==> src/rtl/bsf_pkg.sv <==
package bsf_pkg;
  typedef enum logic [2:0] {
    OFS_CTRL  = 3'd0,
    OFS_INDEX = 3'd1,
    OFS_TABLE = 3'd2,
    OFS_STAT  = 3'd3,
    OFS_EN    = 3'd4,
    OFS_CLR   = 3'd5
  } bsf_ofs_e;

  localparam logic [1:0] SZ_WORD = 2'd2;
  localparam int unsigned BITS_PER_WORD = 32;
endpackage

==> src/rtl/bsf_rst_sync.sv <==
module bsf_rst_sync (
  input  logic clk,
  input  logic rst_n,
  output logic rst_sync_n
);
  logic stage_q;

  always_ff @(posedge clk or negedge rst_n) begin
    if (!rst_n) begin
      stage_q    <= 1'b0;
      rst_sync_n <= 1'b0;
    end else begin
      stage_q    <= 1'b1;
      rst_sync_n <= stage_q;
    end
  end
endmodule

==> src/rtl/bsf_lut.sv <==
module bsf_lut #(
  parameter int N_WORDS = 4,
  parameter int AW      = 12,
  parameter int BW      = 5,
  localparam int IW     = (N_WORDS > 1) ? $clog2(N_WORDS) : 1,
  localparam int WW     = AW - BW - 5
) (
  input  logic          clk,
  input  logic          rst_n,
  input  logic          we,
  input  logic [IW-1:0] widx,
  input  logic [31:0]   wdata,
  input  logic [IW-1:0] ridx,
  output logic [31:0]   rword,
  input  logic [AW-1:0] look_addr,
  output logic          look_ns
);
  logic [31:0] mem_q [N_WORDS];

  for (genvar g = 0; g < N_WORDS; g++) begin : g_word
    logic word_en;
    assign word_en = we && (widx == IW'(g));
    always_ff @(posedge clk or negedge rst_n) begin
      if (!rst_n)       mem_q[g] <= '0;
      else if (word_en) mem_q[g] <= wdata;
    end
  end

  logic [WW-1:0] look_word;
  logic [4:0]    look_bit;

  always_comb begin
    look_word = look_addr[AW-1 -: WW];
    look_bit  = look_addr[BW +: 5];
    rword     = mem_q[ridx];
    look_ns   = 1'b0;
    if (32'(look_word) < 32'(N_WORDS)) look_ns = mem_q[look_word][look_bit];
  end
endmodule

==> src/rtl/bsf_regs.sv <==
module bsf_regs
  import bsf_pkg::*;
#(
  parameter int N_WORDS = 4,
  localparam int IW     = (N_WORDS > 1) ? $clog2(N_WORDS) : 1
) (
  input  logic          clk,
  input  logic          rst_n,
  input  logic          cfg_sel,
  input  logic          cfg_wr,
  input  logic [2:0]    cfg_addr,
  input  logic [1:0]    cfg_size,
  input  logic [31:0]   cfg_wdata,
  output logic [31:0]   cfg_rdata,
  input  logic [31:0]   lut_rword,
  input  logic          blk_hit,
  output logic [IW-1:0] idx_q,
  output logic          lut_we,
  output logic          irq_stat_q,
  output logic          irq_en_q,
  output logic          err_mode
);
  logic [1:0]    ctrl_q, ctrl_d;
  logic [IW-1:0] idx_d;
  logic          stat_d, en_d;
  logic          ctrl_ce, idx_ce, stat_ce, en_ce;
  logic          wr, tbl_acc, step;

  always_comb begin
    wr      = cfg_sel && cfg_wr;
    tbl_acc = cfg_sel && (cfg_addr == OFS_TABLE);
    step    = tbl_acc && ctrl_q[0] && (cfg_size == SZ_WORD);
    lut_we  = wr && (cfg_addr == OFS_TABLE);

    ctrl_ce = wr && (cfg_addr == OFS_CTRL);
    ctrl_d  = cfg_wdata[1:0];

    idx_ce = step || (wr && (cfg_addr == OFS_INDEX));
    if (step) idx_d = (32'(idx_q) == N_WORDS - 1) ? '0 : idx_q + 1'b1;
    else      idx_d = IW'(cfg_wdata % 32'(N_WORDS));

    en_ce = wr && (cfg_addr == OFS_EN);
    en_d  = cfg_wdata[0];

    stat_ce = blk_hit || (wr && (cfg_addr == OFS_CLR) && cfg_wdata[0]);
    stat_d  = blk_hit;

    cfg_rdata = '0;
    if (cfg_sel && !cfg_wr) begin
      case (cfg_addr)
        OFS_CTRL:  cfg_rdata = {30'd0, ctrl_q};
        OFS_INDEX: cfg_rdata = 32'(idx_q);
        OFS_TABLE: cfg_rdata = lut_rword;
        OFS_STAT:  cfg_rdata = {31'd0, irq_stat_q};
        OFS_EN:    cfg_rdata = {31'd0, irq_en_q};
        default:   cfg_rdata = '0;
      endcase
    end
  end

  assign err_mode = ctrl_q[1];

  always_ff @(posedge clk or negedge rst_n) begin
    if (!rst_n) begin
      ctrl_q     <= '0;
      idx_q      <= '0;
      irq_stat_q <= 1'b0;
      irq_en_q   <= 1'b0;
    end else begin
      if (ctrl_ce) ctrl_q     <= ctrl_d;
      if (idx_ce)  idx_q      <= idx_d;
      if (stat_ce) irq_stat_q <= stat_d;
      if (en_ce)   irq_en_q   <= en_d;
    end
  end
endmodule

==> src/rtl/bsf_gate.sv <==
module bsf_gate (
  input  logic        up_valid,
  input  logic        up_ns,
  input  logic        blk_ns_bit,
  input  logic        err_mode,
  input  logic [31:0] dn_rdata,
  output logic        dn_valid,
  output logic [31:0] up_rdata,
  output logic        up_err,
  output logic        blk_evt
);
  logic pass;

  always_comb begin
    pass     = (blk_ns_bit == up_ns);
    dn_valid = up_valid && pass;
    blk_evt  = up_valid && !pass;
    up_rdata = dn_valid ? dn_rdata : '0;
    up_err   = blk_evt && err_mode;
  end
endmodule

==> src/rtl/blk_sec_filter.sv <==
module blk_sec_filter #(
  parameter int N_WORDS   = 4,
  parameter int BLK_BYTES = 32,
  localparam int AW       = $clog2(N_WORDS * 32 * BLK_BYTES),
  localparam int BW       = $clog2(BLK_BYTES),
  localparam int IW       = (N_WORDS > 1) ? $clog2(N_WORDS) : 1
) (
  input  logic          clk,
  input  logic          rst_n,
  input  logic          cfg_sel,
  input  logic          cfg_wr,
  input  logic [2:0]    cfg_addr,
  input  logic [1:0]    cfg_size,
  input  logic [31:0]   cfg_wdata,
  output logic [31:0]   cfg_rdata,
  input  logic          up_valid,
  input  logic          up_write,
  input  logic          up_ns,
  input  logic [AW-1:0] up_addr,
  input  logic [1:0]    up_size,
  input  logic [31:0]   up_wdata,
  output logic [31:0]   up_rdata,
  output logic          up_err,
  output logic          dn_valid,
  output logic          dn_write,
  output logic [AW-1:0] dn_addr,
  output logic [1:0]    dn_size,
  output logic [31:0]   dn_wdata,
  input  logic [31:0]   dn_rdata,
  output logic          blk_evt,
  output logic          blk_write,
  output logic          blk_ns,
  output logic [AW-1:0] blk_addr,
  output logic [1:0]    blk_size,
  output logic          irq
);
  logic          rst_sync_n;
  logic [IW-1:0] idx_q;
  logic          lut_we, irq_stat_q, irq_en_q, err_mode, look_ns;
  logic [31:0]   lut_rword;

  bsf_rst_sync i_rst (.clk(clk), .rst_n(rst_n), .rst_sync_n(rst_sync_n));

  bsf_regs #(.N_WORDS(N_WORDS)) i_regs (
    .clk(clk), .rst_n(rst_sync_n), .cfg_sel(cfg_sel), .cfg_wr(cfg_wr),
    .cfg_addr(cfg_addr), .cfg_size(cfg_size), .cfg_wdata(cfg_wdata),
    .cfg_rdata(cfg_rdata), .lut_rword(lut_rword), .blk_hit(blk_evt),
    .idx_q(idx_q), .lut_we(lut_we), .irq_stat_q(irq_stat_q),
    .irq_en_q(irq_en_q), .err_mode(err_mode)
  );

  bsf_lut #(.N_WORDS(N_WORDS), .AW(AW), .BW(BW)) i_lut (
    .clk(clk), .rst_n(rst_sync_n), .we(lut_we), .widx(idx_q),
    .wdata(cfg_wdata), .ridx(idx_q), .rword(lut_rword),
    .look_addr(up_addr), .look_ns(look_ns)
  );

  bsf_gate i_gate (
    .up_valid(up_valid), .up_ns(up_ns), .blk_ns_bit(look_ns),
    .err_mode(err_mode), .dn_rdata(dn_rdata), .dn_valid(dn_valid),
    .up_rdata(up_rdata), .up_err(up_err), .blk_evt(blk_evt)
  );

  assign dn_write  = up_write;
  assign dn_addr   = up_addr;
  assign dn_size   = up_size;
  assign dn_wdata  = up_wdata;
  assign blk_write = blk_evt && up_write;
  assign blk_ns    = blk_evt && up_ns;
  assign blk_addr  = blk_evt ? up_addr : '0;
  assign blk_size  = blk_evt ? up_size : '0;
  assign irq       = irq_stat_q && irq_en_q;
endmodule

==> config.mk <==
export PLATFORM = sky130hd
export DESIGN_NAME = blk_sec_filter
export DESIGN_NICKNAME = d
export VERILOG_FILES = /design/src/rtl/bsf_pkg.sv /design/src/rtl/bsf_rst_sync.sv /design/src/rtl/bsf_lut.sv /design/src/rtl/bsf_regs.sv /design/src/rtl/bsf_gate.sv /design/src/rtl/blk_sec_filter.sv
export SDC_FILE = /design/constraint.sdc
export NUM_CORES = 1
export LEC_CHECK = 0
export BUFFER_PORTS_ARGS = -buffer_cell sky130_fd_sc_hd__buf_2
export CORE_ASPECT_RATIO = 0.8
export CORE_MARGIN = 1
export CORE_UTILIZATION = 48
export DETAILED_ROUTE_END_ITERATION = 10
export GPL_TIMING_DRIVEN = 0
export PLACE_DENSITY = 0.81
export SLEW_MARGIN = 10
export SYNTH_ARGS = -nofsm -noshare
export SYNTH_HDL_FRONTEND = slang
export SYNTH_SLANG_ARGS = --single-unit
==> constraint.sdc <==
create_clock -name clk -period 4.22 [get_ports clk]
set_input_delay 0.633 -clock clk [delete_from_list [all_inputs] [get_ports clk]]
set_output_delay 0.633 -clock clk [all_outputs]
set_load 0.02 [all_outputs]
After elaboration in Yosys (flattened, before gate mapping)
Cells that the tools add are included.

Register bits: 136. Input bits: 122. Output and inout port bits: 131. Word-level logic and storage cells: 68.

Add/subtract/negate cells: 1. Order comparisons: 3. Eq/ne operators: 10. Muxes and demuxes: 15. Bitwise logic cells: 2. Reduce and logical (&&, ||, !) cells: 27.

Operator list (count): two-way mux 32 bit (6); one-hot mux 32 bit (5 select lines) (1); binary-select mux 32 bit (select 2 bit) (2); logical AND 1 bit (21); two-way mux 12 bit (1); equality test 2 bit (second input constant) (3); equality test 3 x 2 -> 1 bit (second input constant) (2); equality test 3 bit (second input constant) (2); >= comparator 3 bit (second input constant) (2); less-than comparator 5 x 6 -> 1 bit (second input constant) (1); two-way mux 2 bit (3); inverter 2 -> 3 bit (2); binary-select mux 1 bit (select 5 bit) (1); equality test 3 x 1 -> 1 bit (second input constant) (1); zero test 3 bit (1); adder 2 x 1 -> 2 bit (second input constant) (1); equality test 2 x 1 -> 1 bit (second input constant) (1); zero test 1 bit (2); zero test 2 bit (1); logical OR 1 bit (2); equality test 1 bit (1); two-way mux 1 bit (1).

Logic depth before layout (Yosys ltp)
Depth after elaboration: 10. Mapped depth: 13. Mapped depth without buffers: 7.

Hierarchy
From an unflattened synthesis, not the netlist that was laid out.

Cell total of the unflattened synthesis: 590. Area total of the unflattened synthesis: 8114.0 um^2.

By module, submodules not included: bsf_lut (times used 1, cells each 397, area an instance 6597.6 um^2, sequential area each 3203.1 um^2); bsf_regs (times used 1, cells each 82, area an instance 686.9 um^2, sequential area each 150.1 um^2); blk_sec_filter (times used 1, cells each 65, area an instance 485.5 um^2, sequential area each 0.0 um^2); bsf_gate (times used 1, cells each 43, area an instance 290.3 um^2, sequential area each 0.0 um^2); bsf_rst_sync (times used 1, cells each 3, area an instance 53.8 um^2, sequential area each 50.0 um^2).

Least setup slack after synthesis
Ideal clock, no wire load.

Path kind: input port to output port. Start: in up_addr[10]. End: out blk_addr[4]. Arrival: 3102 ps. Required time: 3587 ps. Slack: 485 ps. Stages on the path: 11. Buffers on the path: 4. Path through: buf_6 -> buf_6 -> buf_6 -> mux4_2 -> mux2_2 -> o22ai_1 -> o31ai_1 -> o31ai_1 -> o21ai_1 -> clkbuf_1 -> a21boi_0.

Cells in the longest elaborated chain, start to end: 10.

RTL lines: start, declared (line blk_sec_filter.sv:19) `input logic [AW-1:0] up_addr,`; inverter 2 -> 3 bit (not written as such) (line bsf_lut.sv:37) `if (32'(look_word) < 32'(N_WORDS)) look_ns = mem_q[look_word][look_bit];`; binary-select mux 32 bit (select 2 bit) (line bsf_lut.sv:37); two-way mux 32 bit (not written as such) (2 in series) (line bsf_lut.sv:37); binary-select mux 1 bit (select 5 bit) (line bsf_lut.sv:37); two-way mux 1 bit (not written as such) (line bsf_lut.sv:37); equality test 1 bit (line bsf_gate.sv:15) `pass = (blk_ns_bit == up_ns);`; zero test 1 bit (line bsf_gate.sv:17) `blk_evt = up_valid && !pass;`; logical AND 1 bit (line bsf_gate.sv:17); two-way mux 12 bit (line blk_sec_filter.sv:70) `assign blk_addr = blk_evt ? up_addr : '0;`; end, declared (line blk_sec_filter.sv:33) `output logic [AW-1:0] blk_addr,`.

Every way passes these cells. The select of a mux whose other input is x is not followed.

Worst setup path after layout
Start: in up_addr[5]. End: out blk_addr[8].

Cells in the longest elaborated chain, start to end: 6.

RTL lines (line): binary-select mux 1 bit (select 5 bit) (bsf_lut.sv:37); two-way mux 1 bit (not written as such) (bsf_lut.sv:37); equality test 1 bit (bsf_gate.sv:15); zero test 1 bit (bsf_gate.sv:17); logical AND 1 bit (bsf_gate.sv:17); two-way mux 12 bit (blk_sec_filter.sv:70).

Every way passes these cells. The select of a mux whose other input is x is not followed.

==> results.md <==
* Status: finished, final reports clean
* Post-synthesis net count at 831
* Sequential fraction of the synthesis area at 39.6%
* CP most frequent cell: buf_2
* Routed WL at 25400 µm
* Setup CP Type: input pin to output port
* Clock Latency Late Sink at 440 ps
* CP max FO at 10
* Synth cell count leaders: dfrtp_1 (136), mux2_2 (133), mux2i_1 (60), mux4_2 (55), nand2_1 (55)
* Post-synth EDFFs at 0
* Core Region at 17400 µm²
* Ports at 253
* Largest net degree at the start of global routing at 66
* Initial antenna violation count at 3
* Yosys reg bits at 136
* Top cell type's share of synthesized area at 39.6%
* DR vias/cell at 5.76
* FILL cells at 1361
* Sequence of cells on the critical path: buf_2, clkbuf_4, buf_4, mux4_2, mux2i_1, nor2b_1, o31ai_1, o31ai_4, o21ai_4, buf_2, a21boi_0, buf_2
* DR vias at 6797
* Fin crit period at 4130 ps
* Rows at 43
* DRC Markers at 0
* RSZ-0062 raised after global routing: yes
* Synth top area cells: dfrtp_1 (40%), mux2_2 (17%), mux4_2 (14%)
* Post-Syn Instances at 705
* Die height at 122 µm
* Most common cell in the netlist: dfrtp_1
* Vias in the first global route at 6676
* Final core occ at 61.6%
* Area leader, netlist: dfrtp_1
* RR Startpoint: i_regs.idx_q[0]$_DFFE_PN0P_
* Highest clock rate at 242 MHz
* # Max-Cap Violations at 0
* R2r worst-path depth at 7
* Cts bufs inserted at 17
* Power Total at 4.55 mW
* Worst VDD drop at 385 µV
* # setup viols final at 0
* Slew @ Worst Pin at 914 ps
* Tightest Hold Check Type: flop to asynchronous set/reset pin
* Critical path's top delay family: buffers and inverters
* IO buf count at 213
* DP Worst Slack at -597 ps
* Nets at 1066
* H-tree depth at 4
* RR Endpoint: i_lut.mem_q[122]$_DFFE_PN0P_
* Ys Warns at 0
* Synth cell types at 47
* Power Density at 424 nW/µm²
* CP peak stage delay at 420 ps
* Top_reg_cell synth: dfrtp_1
* Die width at 152 µm
* Die area at 18400 µm²
* Setup crit start kind: input pin
* Flop2flop setup slack at 770 ps
* Setup WS post-layout at 86.4 ps
* Final period util at 98.0%
* Final Hold Vio Count at 0
* Worst rel slew slack at 39.1%
* CTS tree: done
* GRT overflow at 0
* Post-Syn Area at 8590 µm²
* Reg area at 3410 µm²
* Root Driver: clkbuf_16
* Placer congestion estimate at 0.858
* Initial Util at 49.3%
* Multi-input logic area at 4630 µm²
* Post-CTS Setup Inserts at 0
* Final Max Tran Viols at 0
* Crit path buf inv count at 5
* DP HPWL at 18600 µm
* DRT iter0 DRCs at 398
* Ys async rst share at 100%
* Clock sinks at 136
* Total track usage at 28.4%
* Worst path slowest cell: o31ai_1
* ANT nets after route at 0
* Critical Path RT at 3590 ps
* Mean post-synth cell area at 12.2 µm²
* Area growth, synth to finish at 25.0%
* Share of layout cells above drive strength 1 at 53.7%
* CTS Buffer Depth at 2
* Static leakage at 5.21 nW
* Drt pass-1 iters at 5
* CP arrival at 3500 ps
* Avg WL per Cell at 21.5 µm
* Crit. End Element: output port
* First-pass GRT wire length at 38100 µm
* Clock Pin Slew Worst Setup and Hold Paths at 60 ps
* Clock skew at 6.49 ps
==> stage by stage <==
stage               setup TNS [ps]  hold WS (ps)  cell area (µm²)  instances
finish                           0           297            10700       1181
global route                 -12.6           329            10700       1179
CTS                              0           306            10700       1178
detailed placement           -5380           307             9990       1145
global placement           -175820           334             9940       1143
floorplan                        0           331             8590        705
==> state kept, by name, summed over array words and instances, names as in the netlist <==
name	count
i_lut.mem_q	128
i_regs.ctrl_q	2
i_regs.idx_q	2
i_regs.irq_en_q	1
i_regs.irq_stat_q	1
i_rst.rst_sync_n	1
i_rst.stage_q	1
==> kinds of logic (layout without fill, tap and decap cells) <==
group | Yosys count | in the layout | share of synthesized area, %
multiplexers | 248 | 248 | 38.8
AND/OR/NAND/NOR | 160 | 160 | 9.55
AO/OA/AOI/OAI | 46 | 46 | 3.92
other | 1 | 4 | 0.0436
flip-flops | 136 | 136 | 39.6
adder cells (fa/ha/maj) | 4 | 4 | 0.582
buffers and inverters | 110 | 358 | 7.47
==> layout make-up <==
type	instances	area share (%)
inverters	7	0.245
multi-input cells	459	43.1
flip-flops and latches	136	31.7
diodes	3	0.0699
clock inverters	12	1.39
clock buffers	20	4.25
repair buffers	216	10.6
well taps	225	2.62
plain buffers	103	6.03
==> repair_timing <==
| action | in CTS | in global routing |
|---|---|---|
| resized for setup | 13 | 22 |
| endpoints found under the hold margin | 2 | 0 |
| setup endpoints to repair | 24 | 29 |
| hold buffers | 1 | 0 |
==> worst register-to-register path, stage by stage, from the launching register on <==
cell and delay, ps:
dfrtp_1 390, clkbuf_1 580, clkbuf_1 690, inv_1 170, ha_1 240, nand2_1 190
buf_1 640, mux2_2 420
==> how the worst max path moves through the flow <==
stage	from	endpoint	slack, ps	cells after the start
3_5_place_dp	up_addr[5]	blk_addr[8]	-600	12
3_3_place_gp	i_rst.rst_sync_n$_DFF_PN0_	i_lut.mem_q[118]$_DFFE_PN0P_	-1290	0
2_1_floorplan	i_rst.rst_sync_n$_DFF_PN0_	i_lut.mem_q[0]$_DFFE_PN0P_	150	0
5_1_grt	up_addr[5]	blk_addr[8]	-6	12
4_1_cts	up_addr[10]	up_rdata[14]	6	12
6_report	up_addr[5]	blk_addr[8]	90	12
==> metal layers <==
layer | vias up | global-route usage, % | part of all wire, %
met4 | 2 | 11.1 | 2.5
met1 | 3413 | 36.2 | 41
met2 | 306 | 46.9 | 49
li1 | 3025 | - | -
met3 | 51 | 6.63 | 8.0
met5 | - | 0 | 0.051
==> placed cells by master (no fill, tap or decap), types with 4 or more instances in the layout <==
cell type  count
a21boi_0      11
dfrtp_1      135
nor3_1         4
buf_2        211
mux2i_1       52
inv_1          7
mux2i_2        7
buf_6          4
clkbuf_1      26
nor3b_1        4
clkinv_2       5
clkbuf_16     17
mux2_2       133
nor2b_1       36
nor2_1         5
buf_4         53
mux4_2        55
a21oi_1        6
nand2_1       55
ha_1           4
nand3_1       37
a22oi_1        7
buf_1         15
==> where the power goes <==
part | internal [mW] | switching (mW)
sequential | 1.54 | 0.187
clock | 0.957 | 0.590
combinational | 0.697 | 0.588
Power figures use the tool's default switching activity.
